[src/rtl/cvif_pkg.sv]
package cvif_pkg;

   localparam int CMD_ADDR_W = 4;

   localparam logic [CMD_ADDR_W-1:0] ADDR_MODE   = 4'b0001;
   localparam logic [CMD_ADDR_W-1:0] ADDR_RESULT = 4'b0010;
   localparam logic [CMD_ADDR_W-1:0] ADDR_IDENT  = 4'b0100;

   localparam logic [3:0] IDENT_CODE = 4'b1001;

   typedef enum logic [2:0] {
      PH_WAIT  = 3'd0,
      PH_CMD   = 3'd1,
      PH_READ  = 3'd2,
      PH_WRITE = 3'd3,
      PH_DONE  = 3'd4
   } cvif_phase_e;

endpackage

[src/rtl/cvif_sync.sv]
// Multi-bit input synchronizer; STAGES = 0 gives a plain pass-through.
module cvif_sync #(
   parameter int               WIDTH   = 1,
   parameter int               STAGES  = 2,
   parameter logic [WIDTH-1:0] RST_VAL = '0
) (
   input  logic             clk,
   input  logic             rst_n,
   input  logic [WIDTH-1:0] d,
   output logic [WIDTH-1:0] q
);

   if (WIDTH < 1) begin : g_bad_width
      $error("cvif_sync: WIDTH must be at least 1");
   end
   if (STAGES < 0) begin : g_bad_stages
      $error("cvif_sync: STAGES must not be negative");
   end

   if (STAGES == 0) begin : g_bypass
      assign q = d;
   end else begin : g_chain
      logic [WIDTH-1:0] stage_q [STAGES];
      for (genvar s = 0; s < STAGES; s++) begin : g_st
         if (s == 0) begin : g_first
            always_ff @(posedge clk or negedge rst_n) begin
               if (!rst_n) stage_q[s] <= RST_VAL;
               else        stage_q[s] <= d;
            end
         end else begin : g_next
            always_ff @(posedge clk or negedge rst_n) begin
               if (!rst_n) stage_q[s] <= RST_VAL;
               else        stage_q[s] <= stage_q[s-1];
            end
         end
      end
      assign q = stage_q[STAGES-1];
   end

endmodule

[src/rtl/cvif_regs.sv]
// Mode register, result latch, busy flag and left-aligned readback mux.
module cvif_regs
   import cvif_pkg::*;
#(
   parameter int RES_W   = 20,
   parameter int MODE_W  = 16,
   parameter int ID_W    = 8,
   parameter int SHIFT_W = RES_W,
   parameter int LEN_W   = $clog2(SHIFT_W + 1)
) (
   input  logic                  clk,
   input  logic                  rst_n,
   input  logic                  conv_start,
   input  logic                  conv_done,
   input  logic [RES_W-1:0]      conv_data,
   input  logic                  wr_strobe,
   input  logic [CMD_ADDR_W-1:0] wr_addr,
   input  logic [MODE_W-1:0]     wr_data,
   input  logic [CMD_ADDR_W-1:0] rd_addr,
   output logic [SHIFT_W-1:0]    rd_data,
   output logic [LEN_W-1:0]      rd_len,
   output logic                  rd_hit,
   output logic [MODE_W-1:0]     mode_q,
   output logic                  busy_q
);

   localparam int MODE_PAD = SHIFT_W - MODE_W;
   localparam int RES_PAD  = SHIFT_W - RES_W;
   localparam int ID_PAD   = SHIFT_W - ID_W;

   logic [RES_W-1:0]   result_q;
   logic [ID_W-1:0]    ident_val;
   logic [SHIFT_W-1:0] mode_al;
   logic [SHIFT_W-1:0] res_al;
   logic [SHIFT_W-1:0] id_al;

   assign ident_val = ID_W'(IDENT_CODE);

   // Only the mode register is writable
   always_ff @(posedge clk or negedge rst_n) begin
      if (!rst_n)                               mode_q <= '0;
      else if (wr_strobe && wr_addr == ADDR_MODE) mode_q <= wr_data;
   end

   always_ff @(posedge clk or negedge rst_n) begin
      if (!rst_n)         result_q <= '0;
      else if (conv_done) result_q <= conv_data;
   end

   // Busy flag: a new start wins over a simultaneous done
   always_ff @(posedge clk or negedge rst_n) begin
      if (!rst_n)          busy_q <= 1'b0;
      else if (conv_start) busy_q <= 1'b1;
      else if (conv_done)  busy_q <= 1'b0;
   end

   assign mode_al = SHIFT_W'(mode_q)    << MODE_PAD;
   assign res_al  = SHIFT_W'(result_q)  << RES_PAD;
   assign id_al   = SHIFT_W'(ident_val) << ID_PAD;

   always_comb begin
      rd_data = '0;
      rd_len  = '0;
      rd_hit  = 1'b0;
      unique case (rd_addr)
         ADDR_MODE: begin
            rd_data = mode_al;
            rd_len  = LEN_W'(MODE_W);
            rd_hit  = 1'b1;
         end
         ADDR_RESULT: begin
            rd_data = res_al;
            rd_len  = LEN_W'(RES_W);
            rd_hit  = 1'b1;
         end
         ADDR_IDENT: begin
            rd_data = id_al;
            rd_len  = LEN_W'(ID_W);
            rd_hit  = 1'b1;
         end
         default: begin
            rd_data = '0;
            rd_len  = '0;
            rd_hit  = 1'b0;
         end
      endcase
   end

endmodule

[src/rtl/cvif_serial.sv]
// Command decoder and shift engine, advanced by detected serial edges.
module cvif_serial
   import cvif_pkg::*;
#(
   parameter int MODE_W  = 16,
   parameter int SHIFT_W = 20,
   parameter int LEN_W   = $clog2(SHIFT_W + 1)
) (
   input  logic                  clk,
   input  logic                  rst_n,
   input  logic                  active,
   input  logic                  rise,
   input  logic                  fall,
   input  logic                  din_s,
   input  logic [SHIFT_W-1:0]    rd_data,
   input  logic [LEN_W-1:0]      rd_len,
   input  logic                  rd_hit,
   output logic [CMD_ADDR_W-1:0] rd_addr,
   output logic                  wr_strobe,
   output logic [CMD_ADDR_W-1:0] wr_addr,
   output logic [MODE_W-1:0]     wr_data,
   output logic                  dout_q,
   output cvif_phase_e           phase_q
);

   localparam logic [LEN_W-1:0] LAST_ADDR = LEN_W'(CMD_ADDR_W);
   localparam logic [LEN_W-1:0] LAST_WR   = LEN_W'(MODE_W - 1);

   logic [LEN_W-1:0]      cnt_q;
   logic [LEN_W-1:0]      left_q;
   logic [CMD_ADDR_W-1:0] addr_q;
   logic [SHIFT_W-1:0]    sh_q;
   logic [MODE_W-1:0]     wsh_q;

   // A bare readout is served through the same readback port
   assign rd_addr   = (phase_q == PH_WAIT) ? ADDR_RESULT : addr_q;
   assign wr_addr   = addr_q;
   assign wr_data   = {wsh_q[MODE_W-2:0], din_s};
   assign wr_strobe = active && rise && phase_q == PH_WRITE && cnt_q == LAST_WR;

   always_ff @(posedge clk or negedge rst_n) begin
      if (!rst_n) begin
         phase_q <= PH_WAIT;
         cnt_q   <= '0;
         left_q  <= '0;
         addr_q  <= '0;
         sh_q    <= '0;
         wsh_q   <= '0;
         dout_q  <= 1'b0;
      end else if (!active) begin
         phase_q <= PH_WAIT;
         cnt_q   <= '0;
         left_q  <= '0;
         dout_q  <= 1'b0;
      end else if (rise) begin
         unique case (phase_q)
            PH_WAIT: begin
               if (din_s) begin
                  phase_q <= PH_CMD;
                  cnt_q   <= '0;
                  addr_q  <= '0;
               end else begin
                  phase_q <= PH_READ;
                  sh_q    <= rd_data;
                  left_q  <= rd_len;
               end
            end
            PH_CMD: begin
               if (cnt_q < LAST_ADDR) begin
                  addr_q <= {addr_q[CMD_ADDR_W-2:0], din_s};
                  cnt_q  <= cnt_q + 1'b1;
               end else if (din_s) begin
                  if (rd_hit) begin
                     phase_q <= PH_READ;
                     sh_q    <= rd_data;
                     left_q  <= rd_len;
                  end else begin
                     phase_q <= PH_DONE;
                  end
               end else begin
                  phase_q <= PH_WRITE;
                  cnt_q   <= '0;
               end
            end
            PH_WRITE: begin
               wsh_q <= {wsh_q[MODE_W-2:0], din_s};
               cnt_q <= cnt_q + 1'b1;
               if (cnt_q == LAST_WR) phase_q <= PH_DONE;
            end
            default: begin
               phase_q <= phase_q;
            end
         endcase
      end else if (fall && phase_q == PH_READ) begin
         if (left_q != '0) begin
            dout_q <= sh_q[SHIFT_W-1];
            sh_q   <= {sh_q[SHIFT_W-2:0], 1'b0};
            left_q <= left_q - 1'b1;
         end else begin
            dout_q  <= 1'b0;
            phase_q <= PH_DONE;
         end
      end
   end

endmodule

[src/rtl/converter_serial_if.sv]
module converter_serial_if
   import cvif_pkg::*;
#(
   parameter int RES_W       = 20,
   parameter int MODE_W      = 16,
   parameter int ID_W        = 8,
   parameter int SYNC_STAGES = 2
) (
   input  logic              clk,
   input  logic              rst_n,
   input  logic              cs_n,
   input  logic              sclk,
   input  logic              din,
   input  logic              convst,
   input  logic              conv_done,
   input  logic [RES_W-1:0]  conv_data,
   output logic              dout,
   output logic [MODE_W-1:0] mode_q
);

   localparam int SHIFT_W = RES_W;
   localparam int LEN_W   = $clog2(SHIFT_W + 1);

   if (MODE_W < 2 || MODE_W > RES_W) begin : g_bad_mode
      $error("converter_serial_if: MODE_W must lie in 2..RES_W");
   end
   if (ID_W < 4 || ID_W > RES_W) begin : g_bad_id
      $error("converter_serial_if: ID_W must lie in 4..RES_W");
   end

   logic [3:0] pins_s;
   logic       cs_s, sclk_s, din_s, conv_s;
   logic       sclk_p, conv_p;
   logic       active, rise, fall, conv_start;

   cvif_sync #(.WIDTH(4), .STAGES(SYNC_STAGES), .RST_VAL(4'b1000)) u_sync (
      .clk   (clk),
      .rst_n (rst_n),
      .d     ({cs_n, sclk, din, convst}),
      .q     (pins_s)
   );

   assign {cs_s, sclk_s, din_s, conv_s} = pins_s;

   always_ff @(posedge clk or negedge rst_n) begin
      if (!rst_n) begin
         sclk_p <= 1'b0;
         conv_p <= 1'b0;
      end else begin
         sclk_p <= sclk_s;
         conv_p <= conv_s;
      end
   end

   assign active     = ~cs_s;
   assign rise       = sclk_s & ~sclk_p;
   assign fall       = ~sclk_s & sclk_p;
   assign conv_start = conv_s & ~conv_p;

   logic [CMD_ADDR_W-1:0] rd_addr, wr_addr;
   logic [SHIFT_W-1:0]    rd_data;
   logic [LEN_W-1:0]      rd_len;
   logic                  rd_hit, wr_strobe, busy_q, dout_q;
   logic [MODE_W-1:0]     wr_data;
   cvif_phase_e           phase_q;

   cvif_regs #(
      .RES_W(RES_W), .MODE_W(MODE_W), .ID_W(ID_W), .SHIFT_W(SHIFT_W), .LEN_W(LEN_W)
   ) u_regs (
      .clk        (clk),
      .rst_n      (rst_n),
      .conv_start (conv_start),
      .conv_done  (conv_done),
      .conv_data  (conv_data),
      .wr_strobe  (wr_strobe),
      .wr_addr    (wr_addr),
      .wr_data    (wr_data),
      .rd_addr    (rd_addr),
      .rd_data    (rd_data),
      .rd_len     (rd_len),
      .rd_hit     (rd_hit),
      .mode_q     (mode_q),
      .busy_q     (busy_q)
   );

   cvif_serial #(.MODE_W(MODE_W), .SHIFT_W(SHIFT_W), .LEN_W(LEN_W)) u_serial (
      .clk       (clk),
      .rst_n     (rst_n),
      .active    (active),
      .rise      (rise),
      .fall      (fall),
      .din_s     (din_s),
      .rd_data   (rd_data),
      .rd_len    (rd_len),
      .rd_hit    (rd_hit),
      .rd_addr   (rd_addr),
      .wr_strobe (wr_strobe),
      .wr_addr   (wr_addr),
      .wr_data   (wr_data),
      .dout_q    (dout_q),
      .phase_q   (phase_q)
   );

   // Selected: serial reply; deselected: busy flag, whose fall marks end of conversion
   assign dout = active ? dout_q : busy_q;

endmodule

[config.mk]
export PLATFORM = sky130hd
export DESIGN_NAME = converter_serial_if
export DESIGN_NICKNAME = d
export VERILOG_FILES = /design/src/rtl/cvif_pkg.sv /design/src/rtl/cvif_sync.sv /design/src/rtl/cvif_regs.sv /design/src/rtl/cvif_serial.sv /design/src/rtl/converter_serial_if.sv
export SDC_FILE = /design/constraint.sdc
export NUM_CORES = 1
export LEC_CHECK = 0
export BUFFER_PORTS_ARGS = -buffer_cell sky130_fd_sc_hd__buf_4
export CAP_MARGIN = 20
export CELL_PAD_IN_SITES_DETAIL_PLACEMENT = 0
export CELL_PAD_IN_SITES_GLOBAL_PLACEMENT = 2
export CORE_ASPECT_RATIO = 1.25
export CORE_MARGIN = 5
export CORE_UTILIZATION = 42
export CTS_BUF_LIST = sky130_fd_sc_hd__clkbuf_8
export DETAILED_ROUTE_END_ITERATION = 8
export GPL_TIMING_DRIVEN = 0
export PLACE_DENSITY_LB_ADDON = 0.3
export SYNTH_ARGS = -nofsm -noshare
export SYNTH_HDL_FRONTEND = slang
export SYNTH_SLANG_ARGS = --single-unit
[constraint.sdc]
create_clock -name clk -period 2.9 [get_ports clk]
set_input_delay 0 -clock clk [delete_from_list [all_inputs] [get_ports clk]]
set_output_delay 0 -clock clk [all_outputs]
set_load 0.05 [all_outputs]
# Yosys cells after proc, flatten, opt, wreduce, memory -nomap -nowiden
# Index checks and enable logic that the tools add are counted.
[classes]
add_sub_neg = 2
magnitude_cmp = 1
n_eq_ne = 26
muxes = 47
n_bitwise = 7
reduce_logical = 24
[ops]
columns = ["op", "count"]
rows = [
  ["$mux 20", 7],
  ["$mux 5", 13],
  ["$pmux 20 s3", 1],
  ["$pmux 20 s2", 1],
  ["$pmux 5 s3", 2],
  ["$mux 3", 8],
  ["$ne 4x4->1 const B", 6],
  ["$ne 3x3->1 const B", 6],
  ["$mux 4", 3],
  ["$reduce_bool 2->1", 6],
  ["$pmux 5 s2", 1],
  ["$reduce_and 5->1", 2],
  ["$pmux 3 s3", 1],
  ["$eq 4x1->1 const B", 2],
  ["$mux 1", 8],
  ["$pmux 4 s2", 1],
  ["$reduce_and 8->1", 1],
  ["$reduce_and 7->1", 1],
  ["$eq 3x2->1 const B", 2],
  ["$reduce_bool 3->1", 2],
  ["$add 5x1->5 const B", 1],
  ["$eq 5x4->1 const B", 1],
  ["$logic_and 1x1->1", 5],
  ["$lt 5x3->1 const B", 1],
  ["other kinds (19)", 25],
]
[totals]
register_bits = 100
input_bits = 27
output_inout_bits = 17
word_cells = 121

# Depth between registers and ports, before layout
[depth]
ltp_word = 11
mapped_depth = 8
depth_no_buf = 7

# By module
# A second synthesis with hierarchy kept.
[unflattened]
hier_cells = 378
hier_area_um2 = 4903.5
[by_module_without_submodules]
columns = ["mod", "instances", "cells_each", "area_per_inst_um2", "seq_area_each_um2"]
rows = [
  ["cvif_serial", 1, 246, 2902.8, 1326.3],
  ["cvif_regs", 1, 113, 1680.4, 925.9],
  ["cvif_sync", 1, 12, 232.7, 202.7],
  ["converter_serial_if", 1, 7, 87.6, 50.0],
]

# Least setup slack after synthesis
# Ideal clock, no wire load.
[synth_timing]
path_kind = "register to register"
startpoint = "reg u_serial.phase_q[1]"
endpoint = "reg u_serial.sh_q[10]"
setup_time_ns = 0.125
t_arrival_ns = 2.073
required_ns = 2.775
path_slack_ns = 0.702
path_stages_with_launch = 6
path_buffers = 1
period_less_slack_ns = 2.198
cell_sequence = "dfrtp_1 > or4b_4 > or4_1 > o22a_2 > buf_6 > mux2_4"
[synth_between]
elab_chain_cells = 9
word_cells_on_any_way = 24
cone_classes = "eq/ne: 10; mux: 9; reduce/logical: 5"
[synth_lines]
columns = ["element", "line_no", "rtl"]
rows = [
  ["start: declaration", "cvif_serial.sv:23", "output cvif_phase_e phase_q"],
  ["start signal: assignment", "cvif_serial.sv:91", "phase_q <= phase_q;"],
  ["$logic_not 3->1", "cvif_serial.sv:36, cvif_serial.sv:56", ""],
  ["$mux 4", "cvif_serial.sv:36", "assign rd_addr = (phase_q == PH_WAIT) ? ADDR_RESULT : addr_q;"],
  ["$eq 4x3->1 (tied with other cells)", "cvif_regs.sv:65", "unique case (rd_addr)"],
  ["$pmux 20 s3", "cvif_regs.sv:65", ""],
  ["$mux 20", "cvif_serial.sv:73", "if (rd_hit) begin"],
  ["$mux 20", "cvif_serial.sv:72", "end else if (din_s) begin"],
  ["$mux 20", "cvif_serial.sv:69", "if (cnt_q < LAST_ADDR) begin"],
  ["$pmux 20 s2", "cvif_serial.sv:56", "unique case (phase_q)"],
  ["$mux 20", "cvif_serial.sv:55", "end else if (rise) begin"],
  ["end signal: assignment", "cvif_serial.sv:64", "sh_q <= rd_data;"],
  ["end signal: assignment", "cvif_serial.sv:75", "sh_q <= rd_data;"],
  ["end signal: assignment", "cvif_serial.sv:97", "sh_q <= {sh_q[SHIFT_W-2:0], 1'b0};"],
  ["end: declaration", "cvif_serial.sv:32", "logic [SHIFT_W-1:0] sh_q;"],
]
# Parallel ways exist; a longest one is shown, timed or not. The select of a mux whose other input is x is not followed.
# A chain may end at the register's enable or synchronous reset.

# Worst setup path after layout
[layout_timing]
startpoint = "reg u_serial.left_q[0]"
endpoint = "reg u_serial.sh_q[17]"
[layout_between]
elab_chain_cells = 3
[layout_lines]
columns = ["element", "line_no", "rtl"]
rows = [
  ["start: declaration", "cvif_serial.sv:30", "logic [LEN_W-1:0] left_q;"],
  ["start signal: assignment", "cvif_serial.sv:65", "left_q <= rd_len;"],
  ["start signal: assignment", "cvif_serial.sv:76", "left_q <= rd_len;"],
  ["start signal: assignment", "cvif_serial.sv:98", "left_q <= left_q - 1'b1;"],
  ["$reduce_bool 5->1", "cvif_serial.sv:95", "if (left_q != '0) begin"],
  ["$reduce_bool 2->1 (no line)", "n/a", ""],
  ["$reduce_and 8->1 (no line)", "n/a", ""],
]
# Every way passes these cells.

==> metrics.txt <==
# TYPE chip_impl_metric gauge
chip_impl_metric{name="cellPowerDensity",unit="mW/mm²"} 566.2
chip_impl_metric{name="drv_slew",unit=""} 0
chip_impl_info{name="reg2reg_to",value="u_serial.sh_q[17]"} 1
chip_impl_metric{name="post_route_cells_drive_above_1_share",unit="%"} 30.17
chip_impl_metric{name="synthesized_area",unit="mm²"} 0.004713
chip_impl_metric{name="cts.repair.resized",unit=""} 0
chip_impl_metric{name="synth_enable_flop_cells",unit=""} 0
chip_impl_metric{name="rows",unit=""} 43
chip_impl_metric{name="worstMarginPinSlew",unit="ns"} 0.9073
chip_impl_metric{name="drt_first_pass_iters",unit=""} 4
chip_impl_metric{name="grt_max_degree",unit=""} 72
chip_impl_metric{name="routed_wl",unit="µm"} 10920
chip_impl_metric{name="yosys_warnings",unit=""} 0
chip_impl_metric{name="synth_nets",unit=""} 419
chip_impl_metric{name="yosys.cell_types.count",unit=""} 49
chip_impl_metric{name="first_global_vias",unit=""} 3586
chip_impl_info{name="critical_path_class",value="register to register"} 1
chip_impl_metric{name="initial_core_util",unit="%"} 42.73
chip_impl_metric{name="fp.coreArea",unit="mm²"} 0.01103
chip_impl_metric{name="path_clk_slew",unit="ns"} 0.10
chip_impl_metric{name="track_usage",unit="%"} 17.04
chip_impl_metric{name="proportion_of_synthesized_chip_area_in_sequential_cells",unit="%"} 53.15
chip_impl_metric{name="die-area",unit="mm²"} 0.01345
chip_impl_info{name="worstSetupStartpointType",value="register"} 1
chip_impl_info{name="tritoncts",value="done"} 1
chip_impl_metric{name="avgRoutedWirePerCell",unit="µm"} 17.93
chip_impl_metric{name="p_total",unit="µW"} 3223
chip_impl_info{name="layout.cells.most_common_list",value="dfrtp_1, mux2_2, buf_4"} 1
chip_impl_metric{name="gp_congestion",unit=""} 0.8924
chip_impl_metric{name="regToRegSetupSlack",unit="ns"} 0.31
chip_impl_metric{name="vias",unit=""} 3343
chip_impl_metric{name="die_w",unit="µm"} 104.8
chip_impl_metric{name="clock_tree.htree_level_count",unit=""} 3
chip_impl_metric{name="syn-instance-count",unit=""} 388
chip_impl_metric{name="min_period",unit="ns"} 2.585
chip_impl_metric{name="setup-tns-final",unit="ns"} 0
chip_impl_metric{name="clk_lat_worst_skew",unit="ns"} 0.38
chip_impl_metric{name="cts_setup_buffers",unit=""} 0
chip_impl_metric{name="clockBufferDepth",unit=""} 2
chip_impl_metric{name="die_height",unit="µm"} 128.4
chip_impl_metric{name="arrival",unit="ns"} 2.85
chip_impl_metric{name="numCtsBuffers",unit=""} 9
chip_impl_info{name="mostFrequentLayoutCell",value="dfrtp_1"} 1
chip_impl_metric{name="required_time_of_the_critical_path",unit="ns"} 3.17
chip_impl_info{name="worst_hold_path_type",value="primary input to async pin"} 1
chip_impl_metric{name="count_of_inserted_antenna_diode_cells",unit=""} 0
chip_impl_metric{name="sequential_cell_area",unit="mm²"} 0.002505
chip_impl_metric{name="synthesis.area_per_instance",unit="µm²"} 12.15
chip_impl_metric{name="dp.cells",unit=""} 567
chip_impl_metric{name="ir_worst_vdd",unit="mV"} 0.2653
chip_impl_metric{name="finalHoldWorstSlack",unit="ns"} 0.09284
chip_impl_metric{name="multi_input_area",unit="mm²"} 0.001997
chip_impl_info{name="postSynth.topFlopCell",value="dfrtp_1"} 1
chip_impl_metric{name="slew-limit-headroom",unit="%"} 37.95
chip_impl_metric{name="worst_r2r_path_depth",unit=""} 8
chip_impl_metric{name="fillerInstances",unit=""} 975
chip_impl_metric{name="drt_first_iter_violations",unit=""} 163
chip_impl_metric{name="grt_antenna_before_repair",unit=""} 0
chip_impl_info{name="status",value="completed"} 1
chip_impl_metric{name="timing.final.crit_share",unit="%"} 89.14
chip_impl_metric{name="buffer_ports.inserted",unit=""} 43
chip_impl_metric{name="clock_sink_count",unit=""} 100
chip_impl_metric{name="yosys_register_bits",unit=""} 100
chip_impl_metric{name="finalNonFillerCells",unit=""} 609
chip_impl_metric{name="cap_viol_max_count",unit=""} 0
chip_impl_metric{name="ioPinCount",unit=""} 44
chip_impl_metric{name="antenna_left",unit=""} 0
chip_impl_metric{name="achievable-frequency",unit="GHz"} 0.3868
chip_impl_info{name="timing.rr.start",value="u_serial.left_q[0]"} 1
chip_impl_metric{name="leakage",unit="µW"} 0.002597
chip_impl_metric{name="layout.core_utilization",unit="%"} 51.61
chip_impl_info{name="critical_path.startpoint",value="u_serial.left_q[0]"} 1
chip_impl_metric{name="hold_viol",unit=""} 0
chip_impl_info{name="rsz0062_at_grt",value="no"} 1
chip_impl_metric{name="synthToLayoutAreaGrowth",unit="%"} 20.76
chip_impl_info{name="crit_path_end_kind",value="register"} 1
chip_impl_metric{name="remaining_drc_errors",unit=""} 0
chip_impl_metric{name="setup_viol",unit=""} 0
chip_impl_metric{name="first_pass_grt_wire_length",unit="µm"} 18440
chip_impl_metric{name="finClkSkew",unit="ns"} 0.01191
chip_impl_metric{name="critical_path.max_fanout",unit=""} 10
chip_impl_info{name="cts-root-buf",value="clkbuf_8"} 1
chip_impl_metric{name="overflow",unit=""} 0
chip_impl_metric{name="async_reset_ff_share",unit="%"} 100.0
chip_impl_metric{name="num-nets-final",unit=""} 500
chip_impl_metric{name="post_dp_hpwl",unit="µm"} 7630
chip_impl_metric{name="vias_per_cell",unit=""} 5.489
[worst max-delay path, stage by stage (launching register included)]
cell	delay, ns
dfrtp_1	0.42
inv_1	0.09
ha_1	0.14
nor4b_1	0.57
or3_1	0.20
clkbuf_1	0.27
o22a_2	0.26
buf_6	0.21
mux2_4	0.31
[worst max path at each step]
stage                               to  slack [ns]  cells past startpoint
finish               u_serial.sh_q[17]        0.31                      8
global route          u_serial.sh_q[8]        0.12                      6
CTS                   u_regs.mode_q[6]        0.26                      5
detailed placement   u_regs.mode_q[11]        0.30                      5
global placement    u_serial.wsh_q[10]        0.33                      6
floorplan            u_serial.sh_q[10]        0.70                      5
[synth_stat cells (all sizes together) (3+ instances only)]
| master | instances | share of area (%) |
|---|---|---|
| dfrtp | 98 | 52 |
| mux2 | 74 | 19 |
| inv | 26 | 2.1 |
| clkbuf | 22 | 1.8 |
| o21ai | 20 | 2.1 |
| nand2 | 17 | 1.4 |
| o221ai | 14 | 2.6 |
| a21oi | 9 | 0.96 |
| nor3 | 9 | 0.96 |
| or3 | 9 | 1.2 |
| nand3 | 6 | 0.64 |
| nor4b | 6 | 1.1 |
| a22o | 5 | 0.93 |
| and3 | 5 | 0.66 |
| nor2 | 5 | 0.40 |
| o22ai | 5 | 0.66 |
| a31oi | 4 | 0.53 |
| buf | 4 | 0.66 |
| ha | 4 | 1.1 |
| mux2i | 4 | 0.85 |
| a2111oi | 3 | 0.56 |
| nand2b | 3 | 0.40 |
| o211ai | 3 | 0.48 |
| or4 | 3 | 0.48 |
| xor2 | 3 | 0.56 |
[routing by layer]
layer | global-route usage [%] | share of wire [%] | vias to the layer above
li1 | - | - | 1587
met1 | 22.22 | 45 | 1700
met2 | 28.32 | 51 | 45
met3 | 3.261 | 2.6 | 11
met4 | 6.396 | 1.6 | 0
met5 | 0 | 0 | -
[power breakdown]
part	leakage (µW)	internal, µW	total, µW	switching, µW
combinational	0.00119	350	660	310
sequential	0.00131	1550	1650	99.5
clock	0.0000918	402	914	512
[per-stage QoR]
| stage | setup slack [ns] | cell area [µm²] |
|---|---|---|
| after floorplan | 0.7023 | 4713 |
| after global placement | 0.3309 | 5205 |
| after detailed placement | 0.2955 | 5233 |
| after CTS | 0.2609 | 5692 |
| after global routing | 0.1234 | 5692 |
| final | 0.3150 | 5692 |
[registers in the layout, summed over array words and instances, names as in the netlist]
name,flops
conv_p,1
sclk_p,1
u_regs.busy_q,1
u_regs.mode_q,16
u_regs.res_al,20
u_serial.cnt_q,5
u_serial.dout_q,1
u_serial.left_q,5
u_serial.phase_q,3
u_serial.sh_q,20
u_serial.wr_addr,4
u_serial.wsh_q,15
u_sync.g_chain.stage_q,4
u_sync.q,4
[timing repair]
action                                  CTS  global route
hold endpoints to repair                124             0
endpoints found under the setup margin    0             0
hold buffers                             26             0
[kinds of logic after synthesis]
logic type               synth area share, %
AO/OA/AOI/OAI                          11.63
XOR/XNOR                              0.9293
adder cells (fa/ha/maj)                1.062
buffers and inverters                  4.486
flip-flops                             53.15
multiplexers                           19.96
AND/OR/NAND/NOR                        8.787
[final cells by class]
cell class / instances / area share [%]
flip-flops and latches: 100 / 44.01
plain buffers: 26 / 2.000
inverters: 26 / 1.715
multi-input cells: 236 / 35.08
well taps: 135 / 2.968
clock inverters: 7 / 1.319
repair buffers: 70 / 10.73
clock buffers: 9 / 2.176
No activity file was read; power rests on OpenSTA's default activity.
